--- src/rtl/rxf_pkg.sv ---
package rxf_pkg;
  localparam int unsigned BYTE_W  = 8;
  localparam int unsigned N_SLOTS = 3;

  typedef struct packed {
    logic ovr;
    logic abort;
    logic align;
    logic crc;
    logic done;
  } rx_flags_t;
endpackage

--- src/rtl/rxf_store.sv ---
module rxf_store #(
  parameter int unsigned W     = 8,
  parameter int unsigned DEPTH = 3
) (
  input  logic                           clk,
  input  logic                           rst_n,
  input  logic                           flush,
  input  logic                           push,
  input  logic                           pop,
  input  logic [W-1:0]                   wdata,
  output logic [W-1:0]                   rdata,
  output logic [$clog2(DEPTH+1)-1:0]     count,
  output logic                           full,
  output logic                           empty
);
  localparam int unsigned IW = (DEPTH > 1) ? $clog2(DEPTH) : 1;
  localparam int unsigned CW = $clog2(DEPTH+1);

  logic [W-1:0]  slot_q [DEPTH];
  logic [IW-1:0] wr_ptr_q, rd_ptr_q;
  logic [CW-1:0] cnt_q;

  function automatic logic [IW-1:0] step_ptr(input logic [IW-1:0] p);
    if (p == IW'(DEPTH-1)) return '0;
    return p + 1'b1;
  endfunction

  always_ff @(posedge clk or negedge rst_n) begin
    if (!rst_n) begin
      wr_ptr_q <= '0;
      rd_ptr_q <= '0;
      cnt_q    <= '0;
    end else if (flush) begin
      wr_ptr_q <= '0;
      rd_ptr_q <= '0;
      cnt_q    <= '0;
    end else begin
      if (push) wr_ptr_q <= step_ptr(wr_ptr_q);
      if (pop)  rd_ptr_q <= step_ptr(rd_ptr_q);
      case ({push, pop})
        2'b10:   cnt_q <= cnt_q + 1'b1;
        2'b01:   cnt_q <= cnt_q - 1'b1;
        default: cnt_q <= cnt_q;
      endcase
    end
  end

  for (genvar g = 0; g < DEPTH; g++) begin : g_slot
    always_ff @(posedge clk) begin
      if (!flush && push && wr_ptr_q == IW'(g)) slot_q[g] <= wdata;
    end
  end

  assign rdata = slot_q[rd_ptr_q];
  assign count = cnt_q;
  assign full  = (cnt_q == CW'(DEPTH));
  assign empty = (cnt_q == '0);
endmodule

--- src/rtl/rxf_status.sv ---
module rxf_status
  import rxf_pkg::*;
(
  input  logic      clk,
  input  logic      rst_n,
  input  logic      cfg_wr,
  input  logic      cfg_rx_en,
  input  logic      cfg_ack_en,
  input  logic      ovr_clr,
  input  logic      frame_end,
  input  logic      err_crc,
  input  logic      err_align,
  input  logic      err_abort,
  input  logic      overrun_evt,
  output logic      rx_en,
  output logic      ack_en,
  output rx_flags_t flags
);
  logic      en_q, ack_q;
  rx_flags_t fl_q;
  logic      live, any_err, stop;

  assign live    = en_q && !cfg_wr;
  assign any_err = err_crc || err_align || err_abort || overrun_evt;
  assign stop    = live && (frame_end || any_err);

  always_ff @(posedge clk or negedge rst_n) begin
    if (!rst_n) begin
      en_q  <= 1'b0;
      ack_q <= 1'b0;
    end else if (cfg_wr) begin
      en_q  <= cfg_rx_en;
      ack_q <= cfg_ack_en;
    end else if (stop) begin
      en_q  <= 1'b0;
    end
  end

  always_ff @(posedge clk or negedge rst_n) begin
    if (!rst_n) begin
      fl_q <= '0;
    end else begin
      if (cfg_wr && cfg_rx_en) begin
        fl_q.done  <= 1'b0;
        fl_q.crc   <= 1'b0;
        fl_q.align <= 1'b0;
        fl_q.abort <= 1'b0;
      end else if (live) begin
        if (frame_end && !any_err) fl_q.done <= 1'b1;
        if (err_crc)   fl_q.crc   <= 1'b1;
        if (err_align) fl_q.align <= 1'b1;
        if (err_abort) fl_q.abort <= 1'b1;
      end
      if (overrun_evt)  fl_q.ovr <= 1'b1;
      else if (ovr_clr) fl_q.ovr <= 1'b0;
    end
  end

  assign rx_en  = en_q;
  assign ack_en = ack_q;
  assign flags  = fl_q;
endmodule

--- src/rtl/rx_fifo_stat.sv ---
module rx_fifo_stat
  import rxf_pkg::*;
#(
  parameter int unsigned W     = BYTE_W,
  parameter int unsigned DEPTH = N_SLOTS
) (
  input  logic         clk,
  input  logic         rst_n,
  input  logic         in_valid,
  input  logic [W-1:0] in_data,
  output logic         in_ready,
  output logic         out_valid,
  output logic [W-1:0] out_data,
  input  logic         out_ready,
  input  logic         cfg_wr,
  input  logic         cfg_rx_en,
  input  logic         cfg_ack_en,
  input  logic         ovr_clr,
  input  logic         frame_end,
  input  logic         err_crc,
  input  logic         err_align,
  input  logic         err_abort,
  output logic         st_rx_en,
  output logic         st_ack_en,
  output logic         st_done,
  output logic         st_crc,
  output logic         st_align,
  output logic         st_abort,
  output logic         st_ovr
);
  localparam int unsigned CW = $clog2(DEPTH+1);

  logic          flush, pop, push, push_try, overrun_evt;
  logic          full, empty, ne_q, rx_en;
  logic [CW-1:0] count;
  rx_flags_t     flags;

  assign flush       = cfg_wr && cfg_rx_en;
  assign pop         = out_ready && ne_q && !empty && !flush;
  assign push_try    = in_valid && rx_en && !cfg_wr;
  assign push        = push_try && (!full || pop);
  assign overrun_evt = push_try && full && !pop;

  rxf_store #(.W(W), .DEPTH(DEPTH)) u_store (
    .clk   (clk),
    .rst_n (rst_n),
    .flush (flush),
    .push  (push),
    .pop   (pop),
    .wdata (in_data),
    .rdata (out_data),
    .count (count),
    .full  (full),
    .empty (empty)
  );

  always_ff @(posedge clk or negedge rst_n) begin
    if (!rst_n) ne_q <= 1'b0;
    else        ne_q <= (count != '0);
  end

  rxf_status u_status (
    .clk         (clk),
    .rst_n       (rst_n),
    .cfg_wr      (cfg_wr),
    .cfg_rx_en   (cfg_rx_en),
    .cfg_ack_en  (cfg_ack_en),
    .ovr_clr     (ovr_clr),
    .frame_end   (frame_end),
    .err_crc     (err_crc),
    .err_align   (err_align),
    .err_abort   (err_abort),
    .overrun_evt (overrun_evt),
    .rx_en       (rx_en),
    .ack_en      (st_ack_en),
    .flags       (flags)
  );

  assign in_ready  = rx_en && !full;
  assign out_valid = ne_q;
  assign st_rx_en  = rx_en;
  assign st_done   = flags.done;
  assign st_crc    = flags.crc;
  assign st_align  = flags.align;
  assign st_abort  = flags.abort;
  assign st_ovr    = flags.ovr;
endmodule

--- config.mk ---
export PLATFORM = sky130hd
export DESIGN_NAME = rx_fifo_stat
export DESIGN_NICKNAME = d
export VERILOG_FILES = /design/src/rtl/rxf_pkg.sv /design/src/rtl/rxf_store.sv /design/src/rtl/rxf_status.sv /design/src/rtl/rx_fifo_stat.sv
export SDC_FILE = /design/constraint.sdc
export NUM_CORES = 1
export LEC_CHECK = 0
export ABC_AREA = 1
export CORE_UTILIZATION = 25
export DETAILED_ROUTE_END_ITERATION = 10
export PLACE_DENSITY_LB_ADDON = 0.05
export SYNTH_ARGS = -nofsm -noshare
export SYNTH_HDL_FRONTEND = slang
export SYNTH_SLANG_ARGS = --single-unit
--- constraint.sdc ---
create_clock -name clk -period 1.65 [get_ports clk]
set_clock_uncertainty 0.2 [all_clocks]
set_input_delay 0.33 -clock clk [delete_from_list [all_inputs] [get_ports clk]]
set_output_delay 0.33 -clock clk [all_outputs]
set_load 0.01 [all_outputs]
* After elaboration in Yosys (flattened, before gate mapping)
Memory sizes are Yosys's and may differ from the RTL's. Index checks and enable logic that the tools add are counted.
Storage, ports and cells: register bits 14, memory bits (writable) 24, input bits 20, output and inout bits 17, logic and storage cells 107, memories kept 1
Memories:
- u_store.slot_q | words 3, width 8, rd ports 1, clocked after Yosys merged registers in 0, wr ports 1, RTL line rxf_store.sv:19 | logic [W-1:0] slot_q [DEPTH];
Operators by class: add/sub/neg operators 4, eq/ne operators 6, multiplexer cells 38, reduce and logical (&&, ||, !) cells 47
Operators by type and width (number):
- 2-to-1 mux 1 bit | 22
- 2-to-1 mux 2 bit | 11
- nonzero test 2 bit | 10
- logical AND 1 bit | 17
- 2-to-1 mux 8 bit | 2
- OR reduction 8 bit | 2
- equality test 2 bit, second input constant | 4
- 2-to-1 mux 4 bit | 2
- AND reduction 2 bit | 4
- adder 2 x 1 -> 2 bit, second input constant | 3
- logical NOT 1 bit | 6
- logical OR 1 bit | 5
- equality test 2 x 1 -> 1 bit, second input constant | 2
- logical NOT 2 bit | 2
- one-hot mux 2 bit (2 select lines) | 1
- nonzero test 3 bit | 1
- subtractor 2 x 1 -> 2 bit, second input constant | 1

* Logic depth before layout (Yosys ltp)
Gate-level depths: netlist (run 1).
word-level depth 13, depth in mapped cells 7, depth with buffers taken out 7

* By module
From an unflattened synthesis (run 1), not the netlist that was laid out.
Second synthesis, totals: cell total of the unflattened synthesis 155, area total of the unflattened synthesis 1597.8 um2
Modules (own cells, without submodules):
- rxf_store | instances 1, cells an instance 105, area an instance 1201.2 um2, sequential area each 870.8 um2
- rxf_status | instances 1, cells an instance 36, area an instance 306.5 um2, sequential area each 175.2 um2
- rx_fifo_stat | instances 1, cells an instance 14, area an instance 90.1 um2, sequential area each 25.0 um2

* Least setup slack after synthesis (run 1)
No wires, ideal clock.
kind reg2reg, start point register ne_q, in the netlist out_valid, end point memory u_store.slot_q[1][0], enable pin, setup time 370 ps, arrival time 1205 ps, data required time 1080 ps, path slack -125 ps, cell stages (with the launch flop) 7, buffers on the path 0, period minus slack after synthesis 1775 ps, path through dfrtp_1 -> nand2_1 -> inv_1 -> nand3_4 -> nand2_4 -> nand2_4 -> nor2_1
Between the ends: longest elaborated chain between the ends 12, elaborated cells on any way between the ends 21, classes of those cells mux: 10; reduce/logical: 11
RTL lines:
- start: declaration | RTL line rx_fifo_stat.sv:34 | logic full, empty, ne_q, rx_en;
- start signal: assignment | RTL line rx_fifo_stat.sv:59 | else ne_q <= (count != '0);
- logical AND 1 bit (*) (3 in series) | RTL line rx_fifo_stat.sv:39 | assign pop = out_ready && ne_q && !empty && !flush;
- logical OR 1 bit (*) | RTL line rx_fifo_stat.sv:41 | assign push = push_try && (!full || pop);
- logical AND 1 bit (*) | RTL line rx_fifo_stat.sv:41
- logical AND 1 bit (*) | RTL line rxf_store.sv:50 | if (!flush && push && wr_ptr_q == IW'(g)) slot_q[g] <= wdata;
- logical AND 1 bit | RTL line rxf_store.sv:50
- 2-to-1 mux 1 bit | RTL line rxf_store.sv:50
- 2-to-1 mux 1 bit (implied by the code) | RTL line rxf_store.sv:50
- OR reduction 8 bit (no source line)
- 2-to-1 mux 2 bit (no source line) or 2-to-1 mux 1 bit (tied branches) (2 in series)
- end: declaration | RTL line rxf_store.sv:19
Mark *: on every way between the ends. The rest lies on a longest branch, timed or not.

* Worst setup path after layout (run 1)
start point register u_store.rd_ptr_q[1], end point output out_data[5]
Between the ends: longest elaborated chain between the ends 1
RTL lines:
- start: declaration | RTL line rxf_store.sv:20 | logic [IW-1:0] wr_ptr_q, rd_ptr_q;
- start signal: assignment | RTL line rxf_store.sv:39 | if (pop) rd_ptr_q <= step_ptr(rd_ptr_q);
- memory read (3 x 8 bit)
- end: declaration | RTL line rx_fifo_stat.sv:13 | output logic [W-1:0] out_data,
Every way passes these cells.

==> qor.csv, run 1 <==
metric;value;unit
Hold Fails Final Rpt;0;
post-synthesis cell area;1650;um^2
reg2reg start;u_store.count[1];
Area growth, synth to finish;57.5;%
Detail Route Antenna Nets;0;
Slowest Stage Delay on Critical Path;0.41;ns
die width;83.3;um
vias in the first global route;1390;
Max Cap Viol;0;
number of synthesized register bits;38;
critical path endpoint category;output pin;
# rows;29;
placed instance area;2290;um^2
gpl congestion;0.653;
Overflow after GRT;0;
synth unique cells;27;
Pwr per Cell Area;1320;nW/um^2
I/O pin total;37;
HP Class;in -> async;
worst rel slew slack;79.3;%
Crit Path Category;reg -> out;
syn nets;170;
WP data required;1.12;ns
first-pass GRT wire length;6500;um
setup ws final;-0.205;ns
TritonCTS buffer count;5;
initial antenna violation count;0;
CTS tree;built;
status;finished with violations;
crit path max fanout;6;
total of warnings raised by yosys;0;
startpoint class of the critical path;flop;
Critical Path Start;u_store.rd_ptr_q[1];
via count;1322;
largest net degree at the start of global routing;15;
iteration count of the initial detailed-routing pass;4;
top cells by area, synth;edfxtp_1 (44%), dfrtp_1 (21%), nand2_1 (9.1%);
Worst Path Arrival;1.32;ns
Reg2Reg Setup Slack;0.02;ns
Post-Route WL;3890;um
Die ar.;6940;um^2
final period utilization;112;%
Final HPWL DP;2790;um
post-synth top area share;43.6;%
average via count per standard cell;4.28;
WL/cell;12.6;um
CTS Hold Bufs;0;
core area;6350;um^2
Initial Utilization;26.0;%
RSZ-0062 raised after global routing;true;
Place WS;-0.424;ns
Max H-tree Level;2;
crit-path cells;buf_6, nor2_4, buf_6, nand2_2, nand3_2, buf_6;
Clock Tree Buf Depth;2;
Syn Area/Cell;11.0;um^2
layout cell share with drive strength beyond 1;44.4;%
failing checks;setup timing;
total power;0.00343;W
max-slew violations;0;
GRT Total Usage;12.1;%
DRC;0;
Layout Nets;251;
Peak Freq;539;MHz
most used cell, CP;buf_6;
final instance area;2600;um^2
ant diodes;0;
Worst VDD drop;563;uV
Mapped Cells;150;
DRT iter0 DRCs;42;
clock root buffer;clkbuf_8;
final worst path period need;1.85;ns
Final setup viols;10;
register area share after synthesis;64.8;%
slowest CP cell;dfrtp_1;
Die Ht;83.3;um
cell accounting for the most synthesized area;edfxtp_1;
Worst Max-Slew Pin Slew;0.307;ns
Leakage;1.13;nW
WHS;0.151;ns
Finished Core Util;41.0;%
clock-pin slew on the worst setup and hold paths;0.07;ns
number of port buffers;36;
worst skew pair latency;0.29;ns
clk sinks;38;
[layer usage]
| metal | vias to the layer above | GRT usage [%] | routed length (um) |
|---|---|---|---|
| met5 | - | 0 | 0 |
| met4 | 0 | 5.17 | 72 |
| met3 | 6 | 3.08 | 148 |
| met2 | 32 | 20.3 | 1960 |
| met1 | 627 | 14.8 | 1720 |
| li1 | 657 | - | - |
[layout make-up]
type / instances / area (um^2)
Inverter: 19 / 77.6
Clock buffer: 5 / 68.8
Tap cell: 77 / 96.3
Multi-Input combinational cell: 91 / 581
Fill cell: 632 / 3750
Sequential cell: 38 / 1070
Timing Repair Buffer: 76 / 691
Clock inverter: 3 / 16.3
[layout by cell type (no fill, tap or decap), types with 2 or more instances in the layout]
cell type and count:
inv_4 2, nand2_1 29, nor2_2 3, nor2_1 3, nand2_4 4, nand3_1 9
dlygate4sd2_1 8, a21oi_1 3, nor2_4 3, nand2_2 13, clkinv_2 2, buf_2 2
o21ai_0 3, clkbuf_8 5, edfxtp_1 24, inv_1 10, inv_2 6, clkdlybuf4s50_1 18
dfrtp_1 14, buf_4 29, buf_6 18, nand3_4 2, nand4_1 2, o21ai_1 2
nand3_2 9
[synthesized netlist by cell type, drive strengths merged]
| master | number |
|---|---|
| dfrtp | 14 |
| or2 | 1 |
| edfxtp | 24 |
| a21oi | 5 |
| inv | 18 |
| nor2 | 9 |
| clkinv | 1 |
| nor3 | 2 |
| nand3 | 20 |
| nand4 | 2 |
| nand2 | 46 |
| o22ai | 1 |
| o21ai | 5 |
| buf | 2 |
[flip-flops by register name (all words and copies together) (netlist names)]
register,flops
out_valid,1
u_status.rx_en,1
u_store.slot_q,24
u_store.rd_ptr_q,2
u_store.wr_ptr_q,2
u_store.count,2
u_status.ack_en,1
u_status.flags,5
[worst paths after layout]
kind,endpoint,cells after the start
max,out_data[5],6
max reg2reg,u_store.slot_q[2][0],8
min,u_status.flags[2],2
min reg2reg,u_status.ack_en,2
max in group asynchronous,u_status.flags[3],2
min in group clk,u_status.ack_en,3
[metrics by stage]
stage	TNS, ns	instances
5_1_grt	-2.42	309
3_5_place_dp	-12.64	287
3_3_place_gp	-11.20	287
4_1_cts	-1.79	303
2_1_floorplan	-2.90	150
6_report	-1.57	309
[logic make-up (layout without fill, tap and decap cells)]
kind of cell    count (synthesis)  after routing  synth area share (%)
simple gates                   80             80                  25.3
flops                          38             38                  64.8
buf+inv                        21            103                  5.53
compound gates                 11             11                  4.32
[worst max-delay path, delay by kind of cell (launching register included)]
kind / cells / cell delay, ns
flops: 1 / 0.41
buf+inv: 3 / 0.38
simple gates: 3 / 0.25
[repair_timing]
| action | in CTS | in global routing |
|---|---|---|
| resized for setup | 74 | 20 |
| setup buffers | 9 | 6 |
| pin swaps | 9 | 6 |
| endpoints found under the setup margin | 37 | 34 |
[report_power, final]
group	switching, W	internal, W	total, W
Combinational	0.000758	0.000895	0.00165
Clock	0.000334	0.000289	0.000623
Sequential	0.0000616	0.00110	0.00116
Power figures use the tool's default switching activity.
==> inputs of run 2 (changes only) <==
SKIP_CTS_REPAIR_TIMING = 1   (was default)
==> qor.csv, run 2 (same netlist as run 1, synthesis figures left out) <==
metric;value;unit;change
Die Ht;83.3;um;unchanged
first-pass GRT wire length;6340;um;-2.4%
initial antenna violation count;0;;unchanged
failing checks;setup timing;;
Placed Cells;287;;unchanged
Comb power frac;47.0;%;-1.1 points
die width;83.3;um;unchanged
Detail Route Antenna Nets;0;;unchanged
RSZ-0062 raised after global routing;true;;
TritonCTS buffer count;5;;unchanged
final worst path period need;1.87;ns;+0.0184 ns
Overflow after GRT;0;;unchanged
r2r worst-path depth;8;;unchanged
Max Cap Viol;0;;unchanged
Pwr per Cell Area;1300;nW/um^2;-1.7%
average via count per standard cell;4.31;;+0.65%
number of flip-flops under the largest register name;24;;unchanged
Final setup viols;8;;-2
status;finished with violations;;
internal power;0.00225;W;-1.6%
clk sinks;38;;unchanged
Initial Utilization;26.0;%;unchanged
commonest non-fill, non-tap cell in the layout;nand2_1;;
fin cells;307;;-0.65%
register area;1070;um^2;+0.12%
worst rel slew slack;79.3;%;about the same
via count;1322;;unchanged
Post-Route WL;3880;um;-0.36%
ant diodes;0;;unchanged
Final HPWL DP;2790;um;unchanged
Peak Freq;534;MHz;-0.98%
Clock Tree Buf Depth;2;;unchanged
Reg2Reg Setup Slack;0.01;ns;about the same
Net Sw Frac;33.5;%;-0.069 points
Area growth, synth to finish;57.6;%;about the same
vias in the first global route;1357;;-2.4%
placed instance area;2290;um^2;unchanged
Worst Max-Slew Pin Slew;0.307;ns;-0.000131 ns
Reg power frac;34.6;%;+0.9 points
reg2reg start;u_store.count[1];;
gpl congestion;0.653;;unchanged
Layout Nets;249;;-0.80%
worst skew pair latency;0.29;ns;about the same
startpoint class of the critical path;flop;;
max-slew violations;0;;unchanged
core area;6350;um^2;unchanged
Max H-tree Level;2;;unchanged
# fillers;650;;+2.8%
Leakage;1.22;nW;+7.3%
setup ws final;-0.223;ns;-0.0184 ns
final period utilization;114;%;+1.1 points
Finished Core Util;41.0;%;about the same
iteration count of the initial detailed-routing pass;4;;unchanged
clock-pin slew on the worst setup and hold paths;0.07;ns;about the same
Crit Path Category;reg -> out;;
critical path endpoint category;output pin;;
Worst Path Arrival;1.34;ns;+0.02 ns
layout cell share with drive strength beyond 1;43.9;%;-0.48 points
DRC;0;;unchanged
Die ar.;6940;um^2;unchanged
CTS tree;built;;
DRT iter0 DRCs;49;;+17%
largest net degree at the start of global routing;15;;unchanged
GRT Total Usage;11.7;%;-0.39 points
WL/cell;12.6;um;+0.29%
capturing point of the worst reg2reg path;u_store.slot_q[2][0];;
I/O pin total;37;;unchanged
clock share of power;18.3;%;+0.2 points
number of port buffers;36;;unchanged
Psw;0.00113;W;-1.9%
area of the multi-input gates;571;um^2;-1.7%
Reg with most FFs;u_store.slot_q;;
Hold Fails Final Rpt;0;;unchanged
crit path capture;out_data[0];;
HP Class;in -> async;;
final instance area;2600;um^2;about the same
crit path max fanout;6;;unchanged
# rows;29;;unchanged
Critical Path Start;u_store.rd_ptr_q[1];;
WP data required;1.12;ns;about the same
Place WS;-0.424;ns;unchanged
Worst VDD drop;545;uV;-3.1%
clock root buffer;clkbuf_8;;
most frequent cells in the layout;nand2_1 (29), buf_4 (28), edfxtp_1 (24);;
## run 2: cell types whose count changed in the layout (fill, tap and decap cells not counted)
cell             delta
clkdlybuf4s50_1     -1
dlygate4sd2_1       -8
nand2_4             -1
nand3_2             -1
dlymetal6s2s_1     +10
nand3_1             +1
buf_2               +1
buf_4               -1
dfrtp_2             +1
dfrtp_1             -1
clkdlybuf4s15_1     -1
nand2_2             +1
buf_6               -2
## run 2: stage by stage
step	hold slack (ns)	TNS (ns)	total power [W]
4_1_cts	0.152	-7.46	0.00306
3_5_place_dp	0.278	-12.64	0.00243
3_3_place_gp	0.269	-11.20	0.00241
5_1_grt	0.169	-2.63	0.00361
2_1_floorplan	-0.166	-2.90	0.00174
6_report	0.151	-1.69	0.00338
## run 2: cell type report
type                    count  area share, %
flip-flops and latches     38           41.2
repair buffers             74           26.9
multi-input cells          91           21.9
well taps                  77           3.70
inverters                  19           2.98
clock buffers               5           2.64
clock inverters             3          0.625
## run 2: power groups by stage
stage | registers [W] | clock network (W) | logic [W]
after global routing | 0.00118 | 0.000692 | 0.00173
after CTS | 0.00115 | 0.000644 | 0.00127
after floorplan | 0.00118 | 0 | 0.000554
after detailed placement | 0.00117 | 0 | 0.00126
after global placement | 0.00116 | 0 | 0.00124
final | 0.00117 | 0.000619 | 0.00159
## run 2: how the worst min path moves through the flow
stage	from	to	depth (start not counted)
floorplan	rst_n	out_valid	0
CTS	rst_n	u_status.flags[2]	2
global route	rst_n	u_status.flags[2]	2
finish	rst_n	u_status.flags[2]	2
detailed placement	u_status.ack_en	u_status.ack_en	2
global placement	u_status.ack_en	u_status.ack_en	2
## run 2: metal layers
layer / wire (um) / vias to the layer above / global-route usage (%)
met5: 0 / - / 0
met4: 72 / 0 / 4.23
met3: 174 / 6 / 3.08
met2: 1960 / 41 / 19.9
met1: 1670 / 623 / 14.4
li1: - / 652 / -
## run 2: worst max-delay path, stage by stage, from the launching register on
cell	delay, ns
dfrtp_2	0.44
buf_6	0.13
nor2_4	0.11
buf_6	0.16
nand2_2	0.06
nand3_2	0.07
buf_6	0.10
==> inputs of run 3 (changes only) <==
ABC_AREA = default   (was 1)
ABC_CLOCK_PERIOD_IN_PS = 1650   (was default)
SLEW_MARGIN = 10   (was default)
==> qor.csv, run 3 <==
metric;value;unit;change
failing checks;setup timing;;
# rows;28;;-3.4%
reg2reg start;u_store.count[1];;
slowest CP cell;dfrtp_1;;
Post-synth ARST share;36.8;%;unchanged
top cells by area, synth;edfxtp_1 (46%), dfrtp_1 (23%), mux2i_1 (5.2%);;
Max H-tree Level;2;;unchanged
Hold Fails Final Rpt;0;;unchanged
final period utilization;108;%;-5.3 points
Final setup viols;24;;+16
Die ar.;6540;um^2;-5.8%
Overflow after GRT;0;;unchanged
worst rel slew slack;82.8;%;+3.4 points
Placed Cells;254;;-11%
gpl congestion;0.715;;+9.5%
r2r worst-path depth;4;;-4
Clock Tree Buf Depth;2;;unchanged
Slowest Stage Delay on Critical Path;0.41;ns;-0.03 ns
most frequent cell after synthesis;edfxtp_1;;
synth unique cells;29;;+7.4%
Worst Max-Slew Pin Slew;0.258;ns;-0.0491 ns
Worst Path Arrival;1.26;ns;-0.08 ns
crit-path cells;buf_12, mux2i_1, o21ai_1, buf_2;;
Place WS;-0.490;ns;-0.0655 ns
DRT iter0 DRCs;37;;-24%
clock root buffer;clkbuf_8;;
Detail Route Antenna Nets;0;;unchanged
critical path endpoint category;output pin;;
DRC;0;;unchanged
ant diodes;0;;unchanged
via count;1147;;-13%
cell accounting for the most synthesized area;edfxtp_1;;
Finished Core Util;41.2;%;+0.25 points
RSZ-0062 raised after global routing;true;;
layout cell share with drive strength beyond 1;36.8;%;-7.1 points
Critical Path Start;u_store.rd_ptr_q[0];;
I/O pin total;37;;unchanged
crit path capture;out_data[6];;
HP Class;in -> async;;
most frequent cells in the layout;buf_4 (28), edfxtp_1 (24), clkdlybuf4s50_1 (16);;
Reg with most FFs;u_store.slot_q;;
number of synthesized register bits;38;;unchanged
vias in the first global route;1200;;-12%
Worst VDD drop;349;uV;-36%
TritonCTS buffer count;5;;unchanged
startpoint class of the critical path;flop;;
GRT Total Usage;12.2;%;+0.44 points
post-synth top area share;46.4;%;+2.7 points
Mapped Cells;116;;-23%
number of flip-flops under the largest register name;24;;unchanged
number of port buffers;36;;unchanged
total power;0.00205;W;-39%
capturing point of the worst reg2reg path;u_store.slot_q[2][1];;
final worst path period need;1.79;ns;-0.0875 ns
WL/cell;13.2;um;+4.2%
WHS;0.159;ns;+0.00715 ns
Critical Path Stages;4;;-2
Max Cap Viol;0;;unchanged
Syn Area/Cell;13.4;um^2;+22%
clk sinks;38;;unchanged
average via count per standard cell;4.33;;+0.51%
Post-Route WL;3490;um;-10%
setup ws final;-0.136;ns;+0.0875 ns
total of warnings raised by yosys;0;;unchanged
Pwr per Cell Area;835;nW/um^2;-36%
number of synthesized flops with an enable pin;24;;unchanged
crit path max fanout;8;;+2
post-synthesis cell area;1550;um^2;-5.9%
status;finished with violations;;
clock-pin slew on the worst setup and hold paths;0.07;ns;about the same
Die Ht;80.8;um;-2.9%
Crit Path Category;reg -> out;;
synth cell count leaders;edfxtp_1 (24), dfrtp_1 (14), nand2_1 (13);;
commonest non-fill, non-tap cell in the layout;buf_4;;
Initial Utilization;26.1;%;+0.083 points
WP data required;1.12;ns;about the same
initial antenna violation count;0;;unchanged
Final HPWL DP;2550;um;-8.5%
core area;5960;um^2;-6.2%
Buf+Inv Stages, Crit Path;2;;-1
Peak Freq;560;MHz;+4.9%
fin cells;265;;-14%
Reg2Reg Setup Slack;-0.03;ns;-0.04 ns
Area growth, synth to finish;58.1;%;
Layout Nets;210;;-16%
top_reg_cell synth;edfxtp_1;;
family with the most delay on the worst path;flip-flops;;
register area share after synthesis;68.9;%;+4.1 points
die width;80.8;um;-2.9%
Leakage;1.06;nW;-13%
syn nets;136;;-20%
iteration count of the initial detailed-routing pass;4;;unchanged
worst skew pair latency;0.28;ns;about the same
max-slew violations;0;;unchanged
CTS tree;built;;
largest net degree at the start of global routing;17;;+2
first-pass GRT wire length;5770;um;-9.0%
-- run 3: cell count changes after synthesis, sizes merged, moves of 4 or more --
cell	delta
inv	-13
o22ai	+4
o21ai	+6
mux2i	+8
nand3	-20
nor2	-6
nand2	-33
-- run 3: per-stage QoR --
step                setup TNS [ns]  cell area, um^2
finish                       -1.20             2460
global route                 -3.79             2460
CTS                         -10.29             2380
detailed placement          -16.18             2300
global placement            -15.90             2300
floorplan                   -0.698             1590
-- run 3: power breakdown --
part           switching (W)  leakage, nW  internal, W  total (W)
combinational       0.000159        0.612     0.000221   0.000380
clock               0.000300       0.0438     0.000283   0.000583
sequential         0.0000325        0.400      0.00106    0.00109
-- run 3: worst register-to-register path, cell delays in order, from the launching register on --
cell and delay [ns]:
dfrtp_1 0.39, buf_4 0.16, a31o_4 0.28, nor3b_4 0.21, buf_12 0.16
-- run 3: how the worst min path moves through the flow --
stage / from / end / slack [ns] / depth (start not counted)
floorplan: rst_n / out_valid / -0.17 / 0
global placement: u_status.flags[0] / u_status.flags[0] / 0.28 / 1
detailed placement: u_status.flags[0] / u_status.flags[0] / 0.29 / 1
CTS: rst_n / u_status.flags[2] / 0.15 / 2
global route: rst_n / u_status.rx_en / 0.17 / 2
finish: rst_n / u_status.flags[2] / 0.16 / 2
-- run 3: kinds of logic (layout without fill, tap and decap cells) --
logic type | count (synthesis) | after routing | share of synthesized area [%]
DFF | 38 | 38 | 68.9
AOI/OAI and AO/OA | 30 | 30 | 12.3
and+or+nand+nor | 29 | 29 | 10.3
buffers and inverters | 10 | 84 | 2.58
muxes | 9 | 9 | 5.88
-- run 3: per-layer routing --
layer	routed length, um	part of all wire, %	track usage (%)	up-vias
met5	0	0	0	-
met4	49	1.4	4.29	0
met3	161	4.6	4.38	4
met2	1630	47	18.5	24
met1	1650	47	16.0	535
li1	-	-	-	584
-- run 3: cell type report --
type	count	area, um^2
clock buffers	5	68.8
clock inverters	2	10.0
fillers	564	3500
inverters	5	18.8
multi-input cells	68	523
flip-flops and latches	38	1070
well taps	75	93.8
repair buffers	72	669
